**src/rtl/ipi_cmd_pkg.sv**
```systemverilog
package ipi_cmd_pkg;

  localparam int WORD_W   = 32;
  localparam int DEST_W   = 8;
  localparam int VEC_W    = 8;
  localparam int N_MODES  = 8;
  localparam int DLV_STAT_BIT = 12;
  localparam int DEST_LSB = 24;

  typedef enum logic [2:0] {
    DM_FIXED  = 3'd0,
    DM_LOWPRI = 3'd1,
    DM_RSV2   = 3'd2,
    DM_RSV3   = 3'd3,
    DM_NMI    = 3'd4,
    DM_INIT   = 3'd5,
    DM_START  = 3'd6,
    DM_RSV7   = 3'd7
  } dmode_e;

  typedef enum logic [1:0] {
    SH_NONE   = 2'd0,
    SH_SELF   = 2'd1,
    SH_ALL    = 2'd2,
    SH_OTHERS = 2'd3
  } short_e;

  typedef struct packed {
    short_e            sh;
    logic              trig;
    logic              logical;
    dmode_e            mode;
    logic [VEC_W-1:0]  vec;
  } cmd_t;

  function automatic cmd_t decode_cmd(input logic [WORD_W-1:0] w);
    cmd_t c;
    c.vec     = w[7:0];
    c.mode    = dmode_e'(w[10:8]);
    c.logical = w[11];
    c.trig    = w[15];
    c.sh      = short_e'(w[19:18]);
    return c;
  endfunction

  function automatic logic mode_ok(input dmode_e m);
    return !((m == DM_RSV2) || (m == DM_RSV3) || (m == DM_RSV7));
  endfunction

endpackage

```
**src/rtl/icr_word_store.sv**
```systemverilog
module icr_word_store
  import ipi_cmd_pkg::*;
(
  input  logic              clk,
  input  logic              rst,
  input  logic              wr_fire,
  input  logic              wr_hi,
  input  logic [WORD_W-1:0] wr_data,
  output logic [WORD_W-1:0] lo_q,
  output logic [WORD_W-1:0] hi_q,
  output logic              send_fire,
  output logic [DEST_W-1:0] dest_id
);

  localparam logic [WORD_W-1:0] STAT_CLR = ~(WORD_W'(1) << DLV_STAT_BIT);

  always_ff @(posedge clk) begin
    if (rst) begin
      lo_q <= '0;
      hi_q <= '0;
    end else if (wr_fire) begin
      if (wr_hi) hi_q <= wr_data;
      else       lo_q <= wr_data & STAT_CLR;
    end
  end

  assign send_fire = wr_fire && !wr_hi;
  assign dest_id   = hi_q[DEST_LSB +: DEST_W];

  // a low-word write leaves the high word alone
  p_lo_keeps_hi_r3: assert property (@(posedge clk) disable iff (rst)
    send_fire |=> $stable(hi_q));

endmodule

```
**src/rtl/dest_resolve.sv**
```systemverilog
module dest_resolve
  import ipi_cmd_pkg::*;
#(
  parameter int N_UNITS = 8,
  parameter int ID_W    = 8
) (
  input  logic                      clk,
  input  logic                      rst,
  input  short_e                    sh,
  input  logic                      logical,
  input  logic [DEST_W-1:0]         dest,
  input  logic [ID_W-1:0]           self_id,
  input  logic [N_UNITS-1:0]        present,
  input  logic [N_UNITS-1:0]        is_local,
  input  logic [N_UNITS*DEST_W-1:0] ldr,
  output logic [N_UNITS-1:0]        mask
);

  localparam logic [DEST_W-1:0] BCAST = '1;

  logic [N_UNITS-1:0] self_hot;
  logic [N_UNITS-1:0] field_hit;

  for (genvar i = 0; i < N_UNITS; i++) begin : g_unit
    localparam logic [DEST_W-1:0] MY_DEST = DEST_W'(i);
    localparam logic [ID_W-1:0]   MY_ID   = ID_W'(i);
    logic phys_hit;
    logic log_hit;
    logic raw;

    assign self_hot[i] = (self_id == MY_ID);
    assign phys_hit    = (dest == BCAST) || (dest == MY_DEST);
    assign log_hit     = (dest != '0) && (|(dest & ldr[i*DEST_W +: DEST_W]));
    assign field_hit[i] = logical ? log_hit : phys_hit;

    always_comb begin
      unique case (sh)
        SH_NONE:   raw = field_hit[i];
        SH_SELF:   raw = self_hot[i];
        SH_ALL:    raw = 1'b1;
        SH_OTHERS: raw = !self_hot[i];
        default:   raw = 1'b0;
      endcase
    end

    assign mask[i] = raw && present[i] && is_local[i];
  end

  // all-but-self never contains the sender
  p_others_skip_self_r6: assert property (@(posedge clk) disable iff (rst)
    (sh == SH_OTHERS) |-> ((mask & self_hot) == '0));

  // logical destination zero selects nobody
  p_logical_zero_r5: assert property (@(posedge clk) disable iff (rst)
    (sh == SH_NONE && logical && dest == '0) |-> (mask == '0));

endmodule

```
**src/rtl/dispatch_out.sv**
```systemverilog
module dispatch_out
  import ipi_cmd_pkg::*;
#(
  parameter int N_UNITS = 8
) (
  input  logic               clk,
  input  logic               rst,
  input  logic               launch,
  input  cmd_t               cmd,
  input  logic [N_UNITS-1:0] mask_in,
  input  logic               ready,
  output logic               valid,
  output logic [VEC_W-1:0]   vec,
  output logic [2:0]         mode,
  output logic               trig,
  output logic [N_UNITS-1:0] mask_q,
  output logic [N_MODES-1:0] stb,
  output logic               err_empty,
  output logic               err_mode
);

  logic good_mode;
  logic has_dest;
  logic go;

  assign good_mode = mode_ok(cmd.mode);
  assign has_dest  = |mask_in;
  assign go        = launch && good_mode && has_dest;

  always_ff @(posedge clk) begin
    if (rst) begin
      valid     <= 1'b0;
      vec       <= '0;
      mode      <= '0;
      trig      <= 1'b0;
      mask_q    <= '0;
      stb       <= '0;
      err_empty <= 1'b0;
      err_mode  <= 1'b0;
    end else begin
      err_mode  <= launch && !good_mode;
      err_empty <= launch && good_mode && !has_dest;
      stb       <= '0;
      if (go) begin
        valid  <= 1'b1;
        vec    <= cmd.vec;
        mode   <= cmd.mode;
        trig   <= cmd.trig;
        mask_q <= mask_in;
        stb    <= N_MODES'(1) << cmd.mode;
      end else if (valid && ready) begin
        valid  <= 1'b0;
      end
    end
  end

  // a stalled request holds its payload
  p_hold_stalled_r11: assert property (@(posedge clk) disable iff (rst)
    (valid && !ready) |=> (valid && $stable(vec) && $stable(mode)
                           && $stable(trig) && $stable(mask_q)));

  // strobe is one-hot and coincides with a fresh request
  p_stb_launch_r10: assert property (@(posedge clk) disable iff (rst)
    (stb != '0) |-> (valid && $countones(stb) == 1));

  // unsupported mode gives its own error and no request
  p_bad_mode_r9: assert property (@(posedge clk) disable iff (rst)
    (launch && !good_mode && !valid) |=> (err_mode && !err_empty && !valid));

  // empty destination set is rejected
  p_empty_r8: assert property (@(posedge clk) disable iff (rst)
    (launch && good_mode && !has_dest && !valid) |=> (err_empty && !valid));

endmodule

```
**src/rtl/ipi_cmd_dispatch.sv**
```systemverilog
module ipi_cmd_dispatch
  import ipi_cmd_pkg::*;
#(
  parameter int N_UNITS = 8,
  parameter int ID_W    = 8
) (
  input  logic                      clk,
  input  logic                      rst,
  input  logic [ID_W-1:0]           self_id,
  input  logic [N_UNITS-1:0]        unit_present,
  input  logic [N_UNITS-1:0]        unit_local,
  input  logic [N_UNITS*8-1:0]      unit_ldr,
  input  logic                      wr_valid,
  output logic                      wr_ready,
  input  logic                      wr_hi,
  input  logic [31:0]               wr_data,
  output logic [31:0]               cmd_lo_q,
  output logic [31:0]               cmd_hi_q,
  output logic                      disp_valid,
  input  logic                      disp_ready,
  output logic [7:0]                disp_vector,
  output logic [2:0]                disp_mode,
  output logic                      disp_trig,
  output logic [N_UNITS-1:0]        disp_mask,
  output logic [7:0]                mode_stb,
  output logic                      err_tx_accept,
  output logic                      err_bad_mode
);

  logic               wr_fire;
  logic               send_fire;
  logic [DEST_W-1:0]  dest_id;
  cmd_t               cmd;
  logic [N_UNITS-1:0] resolved;

  assign wr_ready = !disp_valid;
  assign wr_fire  = wr_valid && wr_ready;
  assign cmd      = decode_cmd(wr_data);

  icr_word_store u_store (
    .clk       (clk),
    .rst       (rst),
    .wr_fire   (wr_fire),
    .wr_hi     (wr_hi),
    .wr_data   (wr_data),
    .lo_q      (cmd_lo_q),
    .hi_q      (cmd_hi_q),
    .send_fire (send_fire),
    .dest_id   (dest_id)
  );

  dest_resolve #(.N_UNITS(N_UNITS), .ID_W(ID_W)) u_dest (
    .clk      (clk),
    .rst      (rst),
    .sh       (cmd.sh),
    .logical  (cmd.logical),
    .dest     (dest_id),
    .self_id  (self_id),
    .present  (unit_present),
    .is_local (unit_local),
    .ldr      (unit_ldr),
    .mask     (resolved)
  );

  dispatch_out #(.N_UNITS(N_UNITS)) u_out (
    .clk       (clk),
    .rst       (rst),
    .launch    (send_fire),
    .cmd       (cmd),
    .mask_in   (resolved),
    .ready     (disp_ready),
    .valid     (disp_valid),
    .vec       (disp_vector),
    .mode      (disp_mode),
    .trig      (disp_trig),
    .mask_q    (disp_mask),
    .stb       (mode_stb),
    .err_empty (err_tx_accept),
    .err_mode  (err_bad_mode)
  );

  // a high-word write is silent
  p_hi_quiet_r3: assert property (@(posedge clk) disable iff (rst)
    (wr_fire && wr_hi) |=> (!disp_valid && !err_tx_accept && !err_bad_mode));

  // writes are held off while a request waits
  p_busy_stall_r11: assert property (@(posedge clk) disable iff (rst)
    (disp_valid && !disp_ready && wr_valid) |=> $stable(cmd_lo_q) && $stable(cmd_hi_q));

endmodule

```
**config.mk**
```make
export PLATFORM = sky130hd
export DESIGN_NAME = ipi_cmd_dispatch
export DESIGN_NICKNAME = d
export VERILOG_FILES = /design/src/rtl/ipi_cmd_pkg.sv /design/src/rtl/icr_word_store.sv /design/src/rtl/dest_resolve.sv /design/src/rtl/dispatch_out.sv /design/src/rtl/ipi_cmd_dispatch.sv
export SDC_FILE = /design/constraint.sdc
export NUM_CORES = 1
export LEC_CHECK = 0
export BUFFER_PORTS_ARGS = -buffer_cell sky130_fd_sc_hd__buf_2
export CELL_PAD_IN_SITES_DETAIL_PLACEMENT = 1
export CELL_PAD_IN_SITES_GLOBAL_PLACEMENT = 1
export CORE_MARGIN = 8
export CORE_UTILIZATION = 34
export DETAILED_ROUTE_END_ITERATION = 12
export PLACE_DENSITY = 0.85
export SETUP_SLACK_MARGIN = 0.15
export SLEW_MARGIN = 20
export SYNTH_ARGS = -nofsm -noshare
export SYNTH_HDL_FRONTEND = slang
export SYNTH_SLANG_ARGS = --single-unit
```
**constraint.sdc**
```tcl
create_clock -name clk -period 4.1 [get_ports clk]
set_input_delay 0 -clock clk [delete_from_list [all_inputs] [get_ports clk]]
set_output_delay 0 -clock clk [all_outputs]
set_load 0.05 [all_outputs]
```
**Yosys cells after proc, flatten, opt, wreduce, memory -nomap -nowiden**

Index checks and enable logic that the tools add are counted.

- Register bits: 94
- Word-level logic and storage cells: 130

- Eq/ne operators: 21
- Shifts and indexed selects: 1
- Muxes and demuxes: 18
- Bitwise logic cells: 10
- Reduce and logical (&&, ||, !) cells: 70

Operators with widths:

| operator | count |
|---|---|
| $reduce_or 8->1 | 9 |
| $and 8x8->8 | 8 |
| $eq 8x3->1 const B | 8 |
| $eq 8x2->1 const B | 4 |
| $pmux 1 s4 | 8 |
| $logic_and 1x1->1 | 31 |
| $eq 8x1->1 const B | 2 |
| $logic_not 8->1 | 2 |
| $logic_not 1->1 | 12 |
| $logic_or 1x1->1 | 10 |
| $mux 1 | 10 |
| $eq 8x8->1 const B | 1 |
| $reduce_bool 8->1 | 1 |
| $shl 1x3->8 const A | 1 |
| $eq 3x2->1 const B | 2 |
| $eq 2x2->1 const B | 2 |
| $reduce_and 2->1 | 2 |
| $eq 3x3->1 const B | 1 |
| $eq 2x1->1 const B | 1 |
| $logic_not 2->1 | 1 |
| $not 1->1 | 2 |
| $reduce_bool 2->1 | 1 |
| $reduce_or 2->1 | 1 |

**Depth between registers and ports, before layout**

- Word-level depth: 11
- Mapped depth: 9
- Mapped depth without buffers: 7

**Modules after synthesis**

Synthesis repeated with hierarchy kept, for this count alone.

- Cells, all modules: 495
- Area total of the unflattened synthesis: 4813.4 um^2

By module, submodules not included:

| module | instances | cells each | area each (um^2) |
|---|---|---|---|
| icr_word_store | 1 | 251 | 2691.3 |
| dispatch_out | 1 | 117 | 1285.0 |
| dest_resolve | 1 | 125 | 827.0 |
| ipi_cmd_dispatch | 1 | 2 | 10.0 |

**Worst setup path after synthesis**

OpenSTA, ideal clock, no wires.

- Kind: register to register
- From: register u_store.hi_q[30]
- To: register u_out.mask_q[0]
- Setup time: 0.121 ns
- Arrival time: 2.581 ns
- Data required time: 3.979 ns
- Setup slack: 1.397 ns
- Cell stages (with the launch flop): 9
- Buffers on the path: 1
- Clock period less this slack: 2.703 ns
- Path through: dfxtp_1 > buf_2 > nand4_1 > o21ai_2 > a21oi_1 > nor4_2 > nor4_4 > a31oi_4 > mux2_4

- Word-level cells in the longest chain between the ends: 9
- Elaborated cells between the ends (all ways): 76
- Those cells by class: 8 x eq/ne; 16 x mux; 8 x bitwise; 44 x reduce/logical

RTL lines:

| item | line | source |
|---|---|---|
| start, declared | icr_word_store.sv:10 | `output logic [WORD_W-1:0] hi_q,` |
| start signal, assigned | icr_word_store.sv:22 | `if (wr_hi) hi_q <= wr_data;` |
| $and 8x8->8 | dest_resolve.sv:33 | `assign log_hit = (dest != '0) && (\|(dest & ldr[i*DEST_W +: DEST_W]));` |
| $reduce_or 8->1 | dest_resolve.sv:33 |  |
| $logic_and 1x1->1 | dest_resolve.sv:33 |  |
| $mux 1 | dest_resolve.sv:34 | `assign field_hit[i] = logical ? log_hit : phys_hit;` |
| $pmux 1 s4 | dest_resolve.sv:37 | `unique case (sh)` |
| $logic_and 1x1->1 (2 in series) | dest_resolve.sv:46 | `assign mask[i] = raw && present[i] && is_local[i];` |
| $reduce_or 8->1 | dispatch_out.sv:27 | `assign has_dest = \|mask_in;` |
| $logic_and 1x1->1 | dispatch_out.sv:28 | `assign go = launch && good_mode && has_dest;` |
| end signal, assigned | dispatch_out.sv:49 | `mask_q <= mask_in;` |
| end, declared | dispatch_out.sv:16 | `output logic [N_UNITS-1:0] mask_q,` |

Several ways; a longest one is shown, not always the timed one.
A chain may end at the register's enable or synchronous reset.

**Final worst setup path**

- From: register u_store.hi_q[28]
- To: register u_out.mask_q[0]

The elaborated chain is that of the path after synthesis.

==> metrics.cfg <==
[run_status]
status = finished clean

[worst_setup_path]
arrival_ns = 3.33
cp.required_ns = 4.33
crit_slowest_cell = a31oi_4
r2r_start = u_store.hi_q[28]$_SDFFE_PP0P_
crit_path_max_fanout = 17
reg2reg_slack_ns = 1.0
end_kind = flop
slowest_delay_ns = 0.65
critical_path_class = reg2reg
critical_path.endpoint = u_out.mask_q[0]$_SDFFE_PP0P_
worstSetupStartpoint = u_store.hi_q[28]$_SDFFE_PP0P_
crit_path_cell_trace = or4_4 > nor3_1 > a21oi_1 > nor4_1 > nor2_1 > a31oi_4 > mux2_4
startpoint_type = flop
reg2reg_to = u_out.mask_q[0]$_SDFFE_PP0P_
r2r_cells = 7

[synth]
synth_top_family_by_area = simple AND/OR/NAND/NOR gates
synthArstFlopShare = 0
yosysUniqueCellTypes = 45
ys_ff_latch = 94
synthesis.area_um2 = 4242
synth-compound-area-share = 0.1658
syn_area_per_cell_um2 = 8.317
synthCells = 510
synthAdderAreaFrac = 0
ys.flop_type = dfxtp_1
synth-edff-count = 0
synth_mux_area_frac = 0.06873
yosysWarnings = 0
synth-xor-area-share = 0
synth_simple_gate_area_frac = 0.2743
yosysSeqAreaShare = 0.4437

[global_route]
grt_pass1_vias = 5035
grt_max_degree = 61
grt_usage = 0.2099
grt_first_pass_wirelength_mm = 26.89
antenna_found_initial = 1
gr-total-overflow = 0

[finish]
drive_gt1_frac = 0.3418
utilization = 0.4858
multiInputGateArea_um2 = 2173
area_growth_pct = 42.18
fillers = 1603
regArea_um2 = 1882
stdcell_area_um2 = 6031
fin_nets = 867

[clock_network]
clk_path_buf_depth = 2
cts_buffers = 9
holdBufCountCts = 33
cts_setup_buffers = 0
cts_tree = yes
clock_latency_ns = 0.33
htree_levels = 3
cts.clk_slew.worst_paths_ns = 0.07
cts_sinks = 94
cts-root-buf = clkbuf_16
cts_resized = 0

[floorplanning]
start_util = 0.3417
io_pins = 221
die_w_um = 127.7
num_rows = 41
die_height_um = 127.7
dieArea_um2 = 16300
coreArea_um2 = 12410

[detailed_routing]
routed_wl_mm = 17.49
num_vias = 4601
wire_per_inst_um = 19.03
first_pass_iters = 4
route.detailed.drc = 0
ant_nets = 0
drt_iter0_drc = 193
viasPerCell = 5.007

[timing]
skew_ns = 0.007984
drv_slew = 0
setup_viol = 0
fmax_mhz = 322.4
fin_crit_sh = 0.7566
rsz0062_at_grt = false
hold_viol_final = 0
max_slew_margin = 0.3477
worst_pin_slew_ns = 0.9785
holdWs_ns = 0.1134
tns_ns = 0
period_needed_ns = 3.102

[run]
maxCapViolCount = 0

[power]
p_leak_uw = 0.002746
finalPower_uw = 2249
p_per_area_nw_per_um2 = 372.9
ir_drop_v = 0.0002527

[placed_design]
dpl_cell_area_um2 = 5415
port_buffers = 219
place.gp.congestion = 0.8934
dp_hpwl_mm = 12.79

[worst_hold_path]
hold_class = in2reg

[worst min-delay path by stage]
stage | cells after the start | slack (ns) | startpoint | endpoint
finish | 5 | 0.11 | unit_local[1] | u_out.mask_q[1]$_SDFFE_PP0P_
global route | 5 | 0.14 | unit_present[1] | u_out.mask_q[1]$_SDFFE_PP0P_
CTS | 5 | 0.11 | unit_local[1] | u_out.mask_q[1]$_SDFFE_PP0P_
detailed placement | 3 | 0.25 | wr_data[12] | u_store.hi_q[12]$_SDFFE_PP0P_
global placement | 3 | 0.25 | wr_data[12] | u_store.hi_q[12]$_SDFFE_PP0P_
floorplan | 1 | 0.08 | wr_data[8] | u_out.stb[0]$_SDFF_PP0_
[cell usage after synthesis, types with 2 or more instances]
library cell | n | area share
nand2b_1 | 36 | 0.053
nor4_1 | 3 | 0.0044
clkbuf_1 | 28 | 0.025
or2b_1 | 3 | 0.0053
nor2b_1 | 5 | 0.0074
nor4b_1 | 2 | 0.0041
and3_1 | 5 | 0.0074
a22oi_1 | 18 | 0.032
nand3_1 | 6 | 0.0071
nand4_1 | 6 | 0.0089
a31oi_1 | 3 | 0.0044
nor2_1 | 8 | 0.0071
buf_2 | 4 | 0.0047
mux2i_1 | 25 | 0.059
nor4_4 | 2 | 0.010
nor3_1 | 7 | 0.0083
a21oi_1 | 69 | 0.081
inv_1 | 3 | 0.0027
a22o_1 | 4 | 0.0083
nand2_1 | 139 | 0.12
buf_6 | 2 | 0.0053
buf_1 | 3 | 0.0027
a221oi_2 | 2 | 0.0071
mux2_4 | 2 | 0.0071
a221oi_1 | 8 | 0.017
nor4_2 | 2 | 0.0059
dfxtp_1 | 94 | 0.44
nand4b_1 | 4 | 0.0083
[registers in the layout (all words and copies together) (netlist names)]
name / count
u_store.lo_q: 31
u_out.vec: 8
u_out.mask_q: 8
u_out.err_empty: 1
u_out.err_mode: 1
u_out.stb: 8
u_out.valid: 1
u_store.hi_q: 32
u_out.mode: 3
u_out.trig: 1
[stage by stage]
step                setup WS (ns)  instances
global route               0.7053        919
finish                     0.9980        919
global placement            1.244        870
detailed placement         0.9643        870
CTS                        0.9716        918
floorplan                   1.397        513
[report_power, final]
group	internal [uW]	leakage [uW]	total (uW)	switching [uW]
Combinational	156	0.00184	469	313
Clock	443	0.000138	794	351
Sequential	952	0.000767	985	33.3
[cell type report]
| cell class | instances | share of cell area |
|---|---|---|
| sequential | 94 | 0.3120 |
| timing repair buffer | 257 | 0.2427 |
| multi-input combinational | 377 | 0.3604 |
| tap | 172 | 0.03568 |
| antenna | 1 | 0.0004149 |
| clock buffer | 11 | 0.04191 |
| inverter | 3 | 0.001867 |
| clock inverter | 4 | 0.004979 |
[critical path, delay by kind of cell, from the launching register on]
| family | cells | cell delay, ns |
|---|---|---|
| AO/OA/AOI/OAI | 2 | 0.77 |
| flip-flops | 1 | 0.43 |
| multiplexers | 1 | 0.35 |
| AND/OR/NAND/NOR | 4 | 1.45 |
[metal layers]
metal | up-vias | wire length [um] | global-route usage
li1 | 2221 | - | -
met1 | 2178 | 6688 | 0.2166
met2 | 171 | 8933 | 0.3807
met3 | 31 | 1457 | 0.07321
met4 | 0 | 412 | 0.08392
met5 | - | 0 | 0
[logic make-up (layout without fill, tap and decap cells)]
logic type | Yosys count | in the layout
and+or+nand+nor | 234 | 234
AOI/OAI and AO/OA | 111 | 111
DFF | 94 | 94
buffers and inverters | 42 | 275
muxes | 28 | 28
other | 1 | 5
[placed cells by master (no fill, tap or decap), drive strengths merged, types with 3 or more instances in the layout]
cell / n
a22o: 4
nor2: 9
mux2i: 25
nand4: 6
clkbuf: 11
a21oi: 69
nand2: 139
buf: 224
nor4: 7
nor3: 7
a221oi: 10
conb: 4
nor4b: 3
and3: 5
dfxtp: 94
or2b: 3
a22oi: 18
mux2: 3
a31oi: 4
nor2b: 5
nand2b: 36
nand4b: 4
dlygate4sd3: 33
nand3: 6
inv: 4
No activity file was read; power rests on OpenSTA's default activity.
